File: config.mk
export PLATFORM = sky130hd
export DESIGN_NAME = adc_scan_seq
export DESIGN_NICKNAME = d
export VERILOG_FILES = /design/src/rtl/adc_scan_pkg.sv /design/src/rtl/adc_scan_trg.sv /design/src/rtl/adc_scan_fsm.sv /design/src/rtl/adc_scan_res.sv /design/src/rtl/adc_scan_seq.sv
export SDC_FILE = /design/constraint.sdc
export NUM_CORES = 1
export LEC_CHECK = 0
export CORE_MARGIN = 1
export CORE_UTILIZATION = 35
export DETAILED_ROUTE_END_ITERATION = 10
export PLACE_DENSITY = 0.53
export SETUP_SLACK_MARGIN = 0.3
export SLEW_MARGIN = 10
export SYNTH_ARGS = -nofsm -noshare
export SYNTH_HDL_FRONTEND = slang
export SYNTH_SLANG_ARGS = --single-unit
File: constraint.sdc
create_clock -name clk -period 2.2 [get_ports clk]
set_input_delay 0.22 -clock clk [delete_from_list [all_inputs] [get_ports clk]]
set_output_delay 0.22 -clock clk [all_outputs]
set_load 0.01 [all_outputs]
File: src/rtl/adc_scan_pkg.sv
package adc_scan_pkg;

   typedef enum logic [1:0] {
      SQ_IDLE  = 2'd0,
      SQ_ISSUE = 2'd1,
      SQ_WAIT  = 2'd2
   } sq_state_t;

   localparam int REG_W     = 16;
   localparam int FLD_W     = 3;
   localparam int LAST_LSB  = 11;
   localparam int FIRST_LSB = 8;
   localparam int ALIGN_BIT = 7;
   localparam int MODE_BIT  = 6;
   localparam int TSRC_LSB  = 4;
   localparam int SCLK_LSB  = 0;

endpackage

File: src/rtl/adc_scan_trg.sv
module adc_scan_trg
   import adc_scan_pkg::*;
#(
   parameter logic [FLD_W-1:0] SCLK_RST = 3'b111
) (
   input  logic             clk,
   input  logic             rst_n,
   input  logic             wr,
   input  logic             lock,
   input  logic [REG_W-1:0] wdata,
   output logic [REG_W-1:0] q,
   output logic [FLD_W-1:0] last_f,
   output logic [FLD_W-1:0] first_f,
   output logic             align_left,
   output logic             cont_mode
);

   logic [1:0]       tsrc_f;
   logic [FLD_W-1:0] sclk_f;
   logic             unused_rsvd;

   assign unused_rsvd = ^{wdata[15:14], wdata[3]};

   always_ff @(posedge clk or negedge rst_n) begin
      if (!rst_n) begin
         last_f     <= '0;
         first_f    <= '0;
         align_left <= 1'b0;
         cont_mode  <= 1'b0;
         tsrc_f     <= '0;
         sclk_f     <= SCLK_RST;
      end else if (wr && !lock) begin
         last_f     <= wdata[LAST_LSB +: FLD_W];
         first_f    <= wdata[FIRST_LSB +: FLD_W];
         align_left <= wdata[ALIGN_BIT];
         cont_mode  <= wdata[MODE_BIT];
         tsrc_f     <= wdata[TSRC_LSB +: 2];
         sclk_f     <= wdata[SCLK_LSB +: FLD_W];
      end
   end

   assign q = {2'b00, last_f, first_f, align_left, cont_mode, tsrc_f, 1'b0, sclk_f};

endmodule

File: src/rtl/adc_scan_fsm.sv
module adc_scan_fsm
   import adc_scan_pkg::*;
#(
   parameter int CH_W = 3
) (
   input  logic            clk,
   input  logic            rst_n,
   input  logic            en_wr,
   input  logic            en_wdata,
   input  logic            scan_go,
   input  logic [CH_W-1:0] first_ch,
   input  logic [CH_W-1:0] last_ch,
   input  logic            cont_mode,
   input  logic            cnv_done,
   output logic            en_q,
   output logic            busy,
   output logic            cnv_start,
   output logic [CH_W-1:0] cnv_ch,
   output logic            res_wr
);

   sq_state_t       st;
   logic [CH_W-1:0] cur;
   logic            term_pend;
   logic            off_req;
   logic            on_req;
   logic            stop_now;
   logic            at_end;

   assign off_req  = en_wr && !en_wdata;
   assign on_req   = en_wr && en_wdata;
   assign stop_now = term_pend || off_req;
   assign at_end   = (cur == last_ch) || (last_ch < first_ch);

   always_ff @(posedge clk or negedge rst_n) begin
      if (!rst_n) begin
         st        <= SQ_IDLE;
         cur       <= '0;
         term_pend <= 1'b0;
         en_q      <= 1'b0;
         busy      <= 1'b0;
      end else begin
         unique case (st)
            SQ_IDLE: begin
               if (off_req)     en_q <= 1'b0;
               else if (on_req) en_q <= 1'b1;
               if (scan_go && en_q && !off_req) begin
                  cur  <= first_ch;
                  busy <= 1'b1;
                  st   <= SQ_ISSUE;
               end
            end
            SQ_ISSUE: begin
               if (off_req) term_pend <= 1'b1;
               st <= SQ_WAIT;
            end
            SQ_WAIT: begin
               if (cnv_done) begin
                  if (stop_now) begin
                     term_pend <= 1'b0;
                     busy      <= 1'b0;
                     en_q      <= 1'b0;
                     st        <= SQ_IDLE;
                  end else if (at_end) begin
                     if (cont_mode) begin
                        cur <= first_ch;
                        st  <= SQ_ISSUE;
                     end else begin
                        busy <= 1'b0;
                        st   <= SQ_IDLE;
                     end
                  end else begin
                     cur <= cur + 1'b1;
                     st  <= SQ_ISSUE;
                  end
               end else if (off_req) begin
                  term_pend <= 1'b1;
               end
            end
            default: st <= SQ_IDLE;
         endcase
      end
   end

   assign cnv_start = (st == SQ_ISSUE);
   assign cnv_ch    = cur;
   assign res_wr    = (st == SQ_WAIT) && cnv_done && !stop_now;

endmodule

File: src/rtl/adc_scan_res.sv
module adc_scan_res #(
   parameter int NUM_CH = 8,
   parameter int RES_W  = 12,
   parameter int WORD_W = 16,
   parameter int CH_W   = 3
) (
   input  logic              clk,
   input  logic              rst_n,
   input  logic              wr_en,
   input  logic [CH_W-1:0]   wr_ch,
   input  logic [RES_W-1:0]  wr_data,
   input  logic              rd_en,
   input  logic [CH_W-1:0]   rd_ch,
   input  logic              align_left,
   output logic              rd_valid,
   output logic [WORD_W-1:0] rd_data
);

   localparam int PAD = WORD_W - RES_W;

   logic [RES_W-1:0]  slot_w [NUM_CH];
   logic [NUM_CH-1:0] vld_w;
   logic [RES_W-1:0]  sel;

   for (genvar g = 0; g < NUM_CH; g++) begin : g_slot
      logic [RES_W-1:0] val;
      logic             v;
      always_ff @(posedge clk or negedge rst_n) begin
         if (!rst_n) begin
            val <= '0;
            v   <= 1'b0;
         end else if (wr_en && (wr_ch == CH_W'(g))) begin
            val <= wr_data;
            v   <= 1'b1;
         end else if (rd_en && (rd_ch == CH_W'(g))) begin
            v   <= 1'b0;
         end
      end
      assign slot_w[g] = val;
      assign vld_w[g]  = v;
   end

   assign sel      = slot_w[rd_ch];
   assign rd_valid = vld_w[rd_ch];

   if (PAD == 0) begin : g_nopad
      logic unused_align;
      assign unused_align = align_left;
      assign rd_data      = sel;
   end else begin : g_pad
      assign rd_data = align_left ? {sel, {PAD{1'b0}}} : {{PAD{1'b0}}, sel};
   end

endmodule

File: src/rtl/adc_scan_seq.sv
module adc_scan_seq
   import adc_scan_pkg::*;
#(
   parameter int               NUM_CH   = 8,
   parameter int               RES_W    = 12,
   parameter int               WORD_W   = 16,
   parameter logic [FLD_W-1:0] SCLK_RST = 3'b111,
   localparam int              CH_W     = $clog2(NUM_CH)
) (
   input  logic              clk,
   input  logic              rst_n,
   input  logic              en_wr,
   input  logic              en_wdata,
   output logic              en_q,
   input  logic              trg_wr,
   input  logic [REG_W-1:0]  trg_wdata,
   output logic [REG_W-1:0]  trg_q,
   input  logic              scan_go,
   output logic              busy,
   input  logic              rd_en,
   input  logic [CH_W-1:0]   rd_ch,
   output logic              rd_valid,
   output logic [WORD_W-1:0] rd_data,
   output logic              cnv_start,
   output logic [CH_W-1:0]   cnv_ch,
   input  logic              cnv_done,
   input  logic [RES_W-1:0]  cnv_data
);

   if (RES_W > WORD_W) begin : g_bad_width
      $error("adc_scan_seq: RES_W must not exceed WORD_W");
   end
   if (NUM_CH != 2 && NUM_CH != 4 && NUM_CH != 8) begin : g_bad_count
      $error("adc_scan_seq: NUM_CH must be 2, 4 or 8");
   end

   logic [FLD_W-1:0] last_f;
   logic [FLD_W-1:0] first_f;
   logic             align_left;
   logic             cont_mode;
   logic             res_wr;

   adc_scan_trg #(.SCLK_RST(SCLK_RST)) u_trg (
      .clk        (clk),
      .rst_n      (rst_n),
      .wr         (trg_wr),
      .lock       (busy),
      .wdata      (trg_wdata),
      .q          (trg_q),
      .last_f     (last_f),
      .first_f    (first_f),
      .align_left (align_left),
      .cont_mode  (cont_mode)
   );

   adc_scan_fsm #(.CH_W(CH_W)) u_fsm (
      .clk       (clk),
      .rst_n     (rst_n),
      .en_wr     (en_wr),
      .en_wdata  (en_wdata),
      .scan_go   (scan_go),
      .first_ch  (first_f[CH_W-1:0]),
      .last_ch   (last_f[CH_W-1:0]),
      .cont_mode (cont_mode),
      .cnv_done  (cnv_done),
      .en_q      (en_q),
      .busy      (busy),
      .cnv_start (cnv_start),
      .cnv_ch    (cnv_ch),
      .res_wr    (res_wr)
   );

   adc_scan_res #(
      .NUM_CH (NUM_CH),
      .RES_W  (RES_W),
      .WORD_W (WORD_W),
      .CH_W   (CH_W)
   ) u_res (
      .clk        (clk),
      .rst_n      (rst_n),
      .wr_en      (res_wr),
      .wr_ch      (cnv_ch),
      .wr_data    (cnv_data),
      .rd_en      (rd_en),
      .rd_ch      (rd_ch),
      .align_left (align_left),
      .rd_valid   (rd_valid),
      .rd_data    (rd_data)
   );

endmodule

* After elaboration in Yosys (flattened, before gate mapping)
Index checks and enable logic that the tools add are counted.
Operators by class: add/sub/neg operators 1, order comparisons 3, eq/ne operators 26, mux-type cells 48, bitwise operators 1, reduce and logical (&&, ||, !) cells 47
Operators with widths (count):
- $bmux 12 s3 | 1
- $mux 1 | 30
- $eq 3x3->1 const B | 8
- $mux 12 | 2
- $logic_and 1x1->1 | 23
- $reduce_bool 2->1 | 10
- $mux 16 | 1
- $mux 3 | 5
- $eq 3x2->1 const B | 4
- $reduce_and 5->1 | 2
- $eq 3x1->1 const B | 2
- $logic_not 3->1 | 2
- $mux 2 | 3
- $ne 3x1->1 const B | 2
- $ne 3x2->1 const B | 2
- $pmux 1 s2 | 3
- $pmux 2 s3 | 1
- $pmux 3 s2 | 1
- $ge 4x4->1 const B | 1
- $logic_not 1->1 | 4
- $lt 3x4->1 const B | 1
- $ne 2x1->1 const B | 2
- $ne 2x2->1 const B | 2
- $not 3->4 | 1
- 11 further kinds | 13
Storage, ports and cells: bits in registers 125, input port bits 39, output and inout port bits 39, logic and storage cells 153

* Longest topological paths before layout
word-level depth 7, depth in mapped cells 7, depth with buffers taken out 7

* By module
Synthesis repeated with hierarchy kept, for this count alone.
Unflattened totals: cell total of the unflattened synthesis 478, area total of the unflattened synthesis 6234.7 um^2
By module, submodules not included:
- adc_scan_res | instances 1, cells an instance 375, area an instance 4996.0 um^2
- adc_scan_trg | instances 1, cells an instance 40, area an instance 633.1 um^2
- adc_scan_fsm | instances 1, cells an instance 63, area an instance 605.6 um^2

* Worst setup path before layout
Ideal clock, no wire load.
path type register to register, from reg u_fsm.st[0], to reg u_res.g_slot[3].val[10], library setup time 0.125 ns, data arrival time 1.761 ns, required time 2.075 ns, setup slack 0.315 ns, cell stages (with the launch flop) 8, buffers on the path 1, cell sequence dfrtp_1 inv_1 ha_1 nand2_1 nor2_4 and2_1 buf_4 mux2_2
Between the ends: longest elaborated chain between the ends 4
Ends and longest elaborated chain:
- from (decl) | RTL line adc_scan_fsm.sv:22 | sq_state_t st;
- from (signal assigned) | RTL line adc_scan_fsm.sv:37 | st <= SQ_IDLE;
- from (signal assigned) | RTL line adc_scan_fsm.sv:50 | st <= SQ_ISSUE;
- from (signal assigned) | RTL line adc_scan_fsm.sv:55 | st <= SQ_WAIT;
- $eq 2x2->1 | RTL line adc_scan_fsm.sv:87 | assign res_wr = (st == SQ_WAIT) && cnv_done && !stop_now;
- $logic_and 1x1->1 (2 in series) | RTL line adc_scan_fsm.sv:87
- $logic_and 1x1->1 | RTL line adc_scan_res.sv:32 | end else if (wr_en && (wr_ch == CH_W'(g))) begin
- to (signal assigned) | RTL line adc_scan_res.sv:33 | val <= wr_data;
- to (decl) | RTL line adc_scan_res.sv:26 | logic [RES_W-1:0] val;
Every way passes these cells. A chain may end at the register's enable or synchronous reset.

* Worst setup path in the final report
from reg u_res.g_slot[7].val[8], to out rd_data[8]
Between the ends: longest elaborated chain between the ends 4
Ends and longest elaborated chain:
- from (decl) | RTL line adc_scan_res.sv:26
- from (signal assigned) | RTL line adc_scan_res.sv:33
- $bmux 12 s3 | RTL line adc_scan_res.sv:43 | assign sel = slot_w[rd_ch];
- $mux 12 (not written as such) (2 in series) | RTL line adc_scan_res.sv:43
- $mux 16 | RTL line adc_scan_res.sv:51 | assign rd_data = align_left ? {sel, {PAD{1'b0}}} : {{PAD{1'b0}}, sel};
- to (decl) | RTL line adc_scan_seq.sv:23 | output logic [WORD_W-1:0] rd_data,
Every way passes these cells. The select of a mux whose other input is x is not followed.

==> results.yml <==
cells_and_area:
  fin_util: 0.481
  nets: 585
  stdcell_count: 767
  antennaDiodeCount: 0
  drive_above_1_share: 0.472
  syn_to_final_growth_pct: 33.6
timing:
  timing.final.crit_share: 0.920
  rsz0062_at_grt: "yes"
  finalWorstPathRequiredPeriod_ns: 2.02
  finClkSkew_ns: 0.00652
  setup_viol: 0
  maxSlewViolCount: 0
  tightest_slew_ns: 0.600
  timing.fmax_mhz: 494
  finalHoldViolCount: 0
  final.setup.tns_ns: 0
  slew_headroom: 0.600
logic_synthesis:
  yosysSeqAreaShare: 0.520
  synth_most_common_cell: "dfrtp_1"
  synth_ff_type: "dfrtp_1"
  ys_top_cells_by_area: "dfrtp_1 51%, mux2_2 20%, mux4_2 9.7%"
  netlist_instances: 425
  syn_area_per_cell_um2: 14.2
  synth.distinct_cells: 33
  synthArstFlopShare: 1.00
  synth-seq-cells: 125
  ys_warn_count: 0
  syn_area_mm2: 0.00602
  synth-edff-count: 0
  synth_area_leader_cell: "dfrtp_1"
  synthTopCellsByCount: "122 x dfrtp_1, 108 x mux2_2, 26 x mux4_2"
  synth_top_area_share: 0.507
clocking:
  cts.clk_slew.worst_paths_ns: 0.05
  cts_buffers: 17
  tritoncts: "done"
  clk_latency_ns: 0.41
  cts_root_buf: "clkbuf_16"
  cts_buffer_depth: 2
  cts.sinks: 125
  htreeDepth: 4
outcome:
  status: "completed"
critical_path:
  path_max_fanout: 2
  critPathArrivalTime_ns: 1.80
  endpoint_kind: "output port"
  startpoint_type: "flop"
  crit_required_ns: 1.98
  rrSetupSlack_ns: 0.41
  crit_type: "reg -> out"
  worst_r2r_path_depth: 7
run:
  maxCapViolCount: 0
placement:
  dp_hpwl_um: 8630
  placed_cells: 721
  io_buffers: 71
  gp_congestion: 0.738
grt:
  grt_pass1_wl_um: 22300
  antenna_found_initial: 0
  grt_max_degree: 43
  grt_usage: 0.168
  first_global_vias: 4123
  grt-ovfl-total: 0
pwr:
  power_density_mw_per_mm2: 1200
  p_leak_nw: 3.78
  p_total_mw: 9.62
  ir_drop_mv: 0.611
drt:
  drt-vias-per-instance: 4.97
  wl_um: 13600
  first_pass_iters: 4
  vias: 3812
  drt_iter0_drc: 133
  ant_nets: 0
  remaining_drc_errors: 0
  routedWlPerCell_um: 17.7
floorplan:
  die-height_um: 133
  core_mm2: 0.0167
  floorplan.rows: 47
  dieArea_mm2: 0.0177
  start_util: 0.360
  chipWidth_um: 133
  ioPinCount: 78
worst_hold_path:
  hold_path.class: "in -> async"
kinds of logic (layout without fill, tap and decap cells):
group,Yosys count,after routing,share of synthesized area
muxes,154,154,0.333
DFF,125,125,0.520
and+or+nand+nor,54,54,0.0499
buffers and inverters,39,159,0.0314
AOI/OAI and AO/OA,37,37,0.0360
adders and majority gates,12,12,0.0249
xor gates and xnor gates,3,3,0.00437
other,1,3,0.000623
layout make-up:
type                    count  area (µm²)
well taps                 220         275
clock inverters             7        85.1
flip-flops and latches    125        3140
multi-input cells         263        2820
inverters                  12        45.0
clock buffers              25         505
fillers                  1448        8660
repair buffers            115        1170
routing by layer:
metal / GRT usage / vias up / share of wire / wire length [µm]
met3: 0.0426 / 23 / 0.046 / 628
met5: 0 / - / 0 / 0
li1: - / 1761 / - / -
met1: 0.219 / 1933 / 0.46 / 6230
met2: 0.269 / 95 / 0.48 / 6490
met4: 0.0676 / 0 / 0.018 / 246
registers in the layout, summed over array words and instances (netlist names):
register          count
u_fsm.st              2
u_trg.cont_mode       1
u_trg.align_left      1
u_trg.first_f         3
u_fsm.en_q            1
u_res.g_slot.v        8
u_trg.sclk_f          3
u_res.g_slot.val     96
u_fsm.term_pend       1
u_trg.tsrc_f          2
u_fsm.busy            1
u_trg.last_f          3
u_fsm.cnv_ch          3
power by group:
part	leakage (nW)	total [mW]	switching [mW]	internal, mW
registers	1.66	3.72	0.568	3.15
clock network	0.297	2.77	0.958	1.81
logic	1.82	3.14	1.28	1.86
total	3.78	9.62	2.80	6.82
worst paths after layout:
check                                  startpoint                endpoint
min in group clk                     trg_wdata[6]         u_trg.cont_mode
max                        u_res.g_slot[7].val[8]              rd_data[8]
max in group asynchronous                   rst_n         u_trg.sclk_f[1]
max reg2reg                           u_fsm.st[0]  u_res.g_slot[7].val[7]
min                                         rst_n  u_res.g_slot[0].val[8]
min reg2reg                u_res.g_slot[4].val[7]  u_res.g_slot[4].val[7]
critical path, cell delays in order (launching register included):
cell and delay, ns:
dfrtp_1 0.38, mux4_2 0.48, mux2i_2 0.21, buf_4 0.14
mux2i_1 0.05, buf_2 0.15
timing repair:
item / 4_1_cts / 5_1_grt
hold endpoints to repair: 37 / 0
buffers inserted: 10 / 2
hold buffers: 1 / 0
setup endpoints to repair: 116 / 82
cloned: 1 / 0
pin swaps: 2 / 1
resized for setup: 94 / 9
cell usage in the layout, fill, tap and decap left out, drive strengths merged, types with 9 or more instances in the layout:
cell,instances
o21ai,18
inv,12
mux2i,20
dfrtp,122
nor2,9
clkbuf,25
mux2,108
mux4,26
clkdlybuf4s50,50
nor2b,9
nand2,20
ha,12
buf,61
stage by stage:
stage | hold slack, ns | area (µm²) | setup WS, ns
2_1_floorplan | -0.0756 | 6030 | 0.315
3_3_place_gp | 0.253 | 7250 | -0.334
3_5_place_dp | 0.268 | 7250 | -0.336
4_1_cts | 0.347 | 7990 | 0.148
5_1_grt | 0.372 | 8040 | 0.102
6_report | 0.355 | 8040 | 0.176
Note: power is estimated with default switching activity, not from simulation.
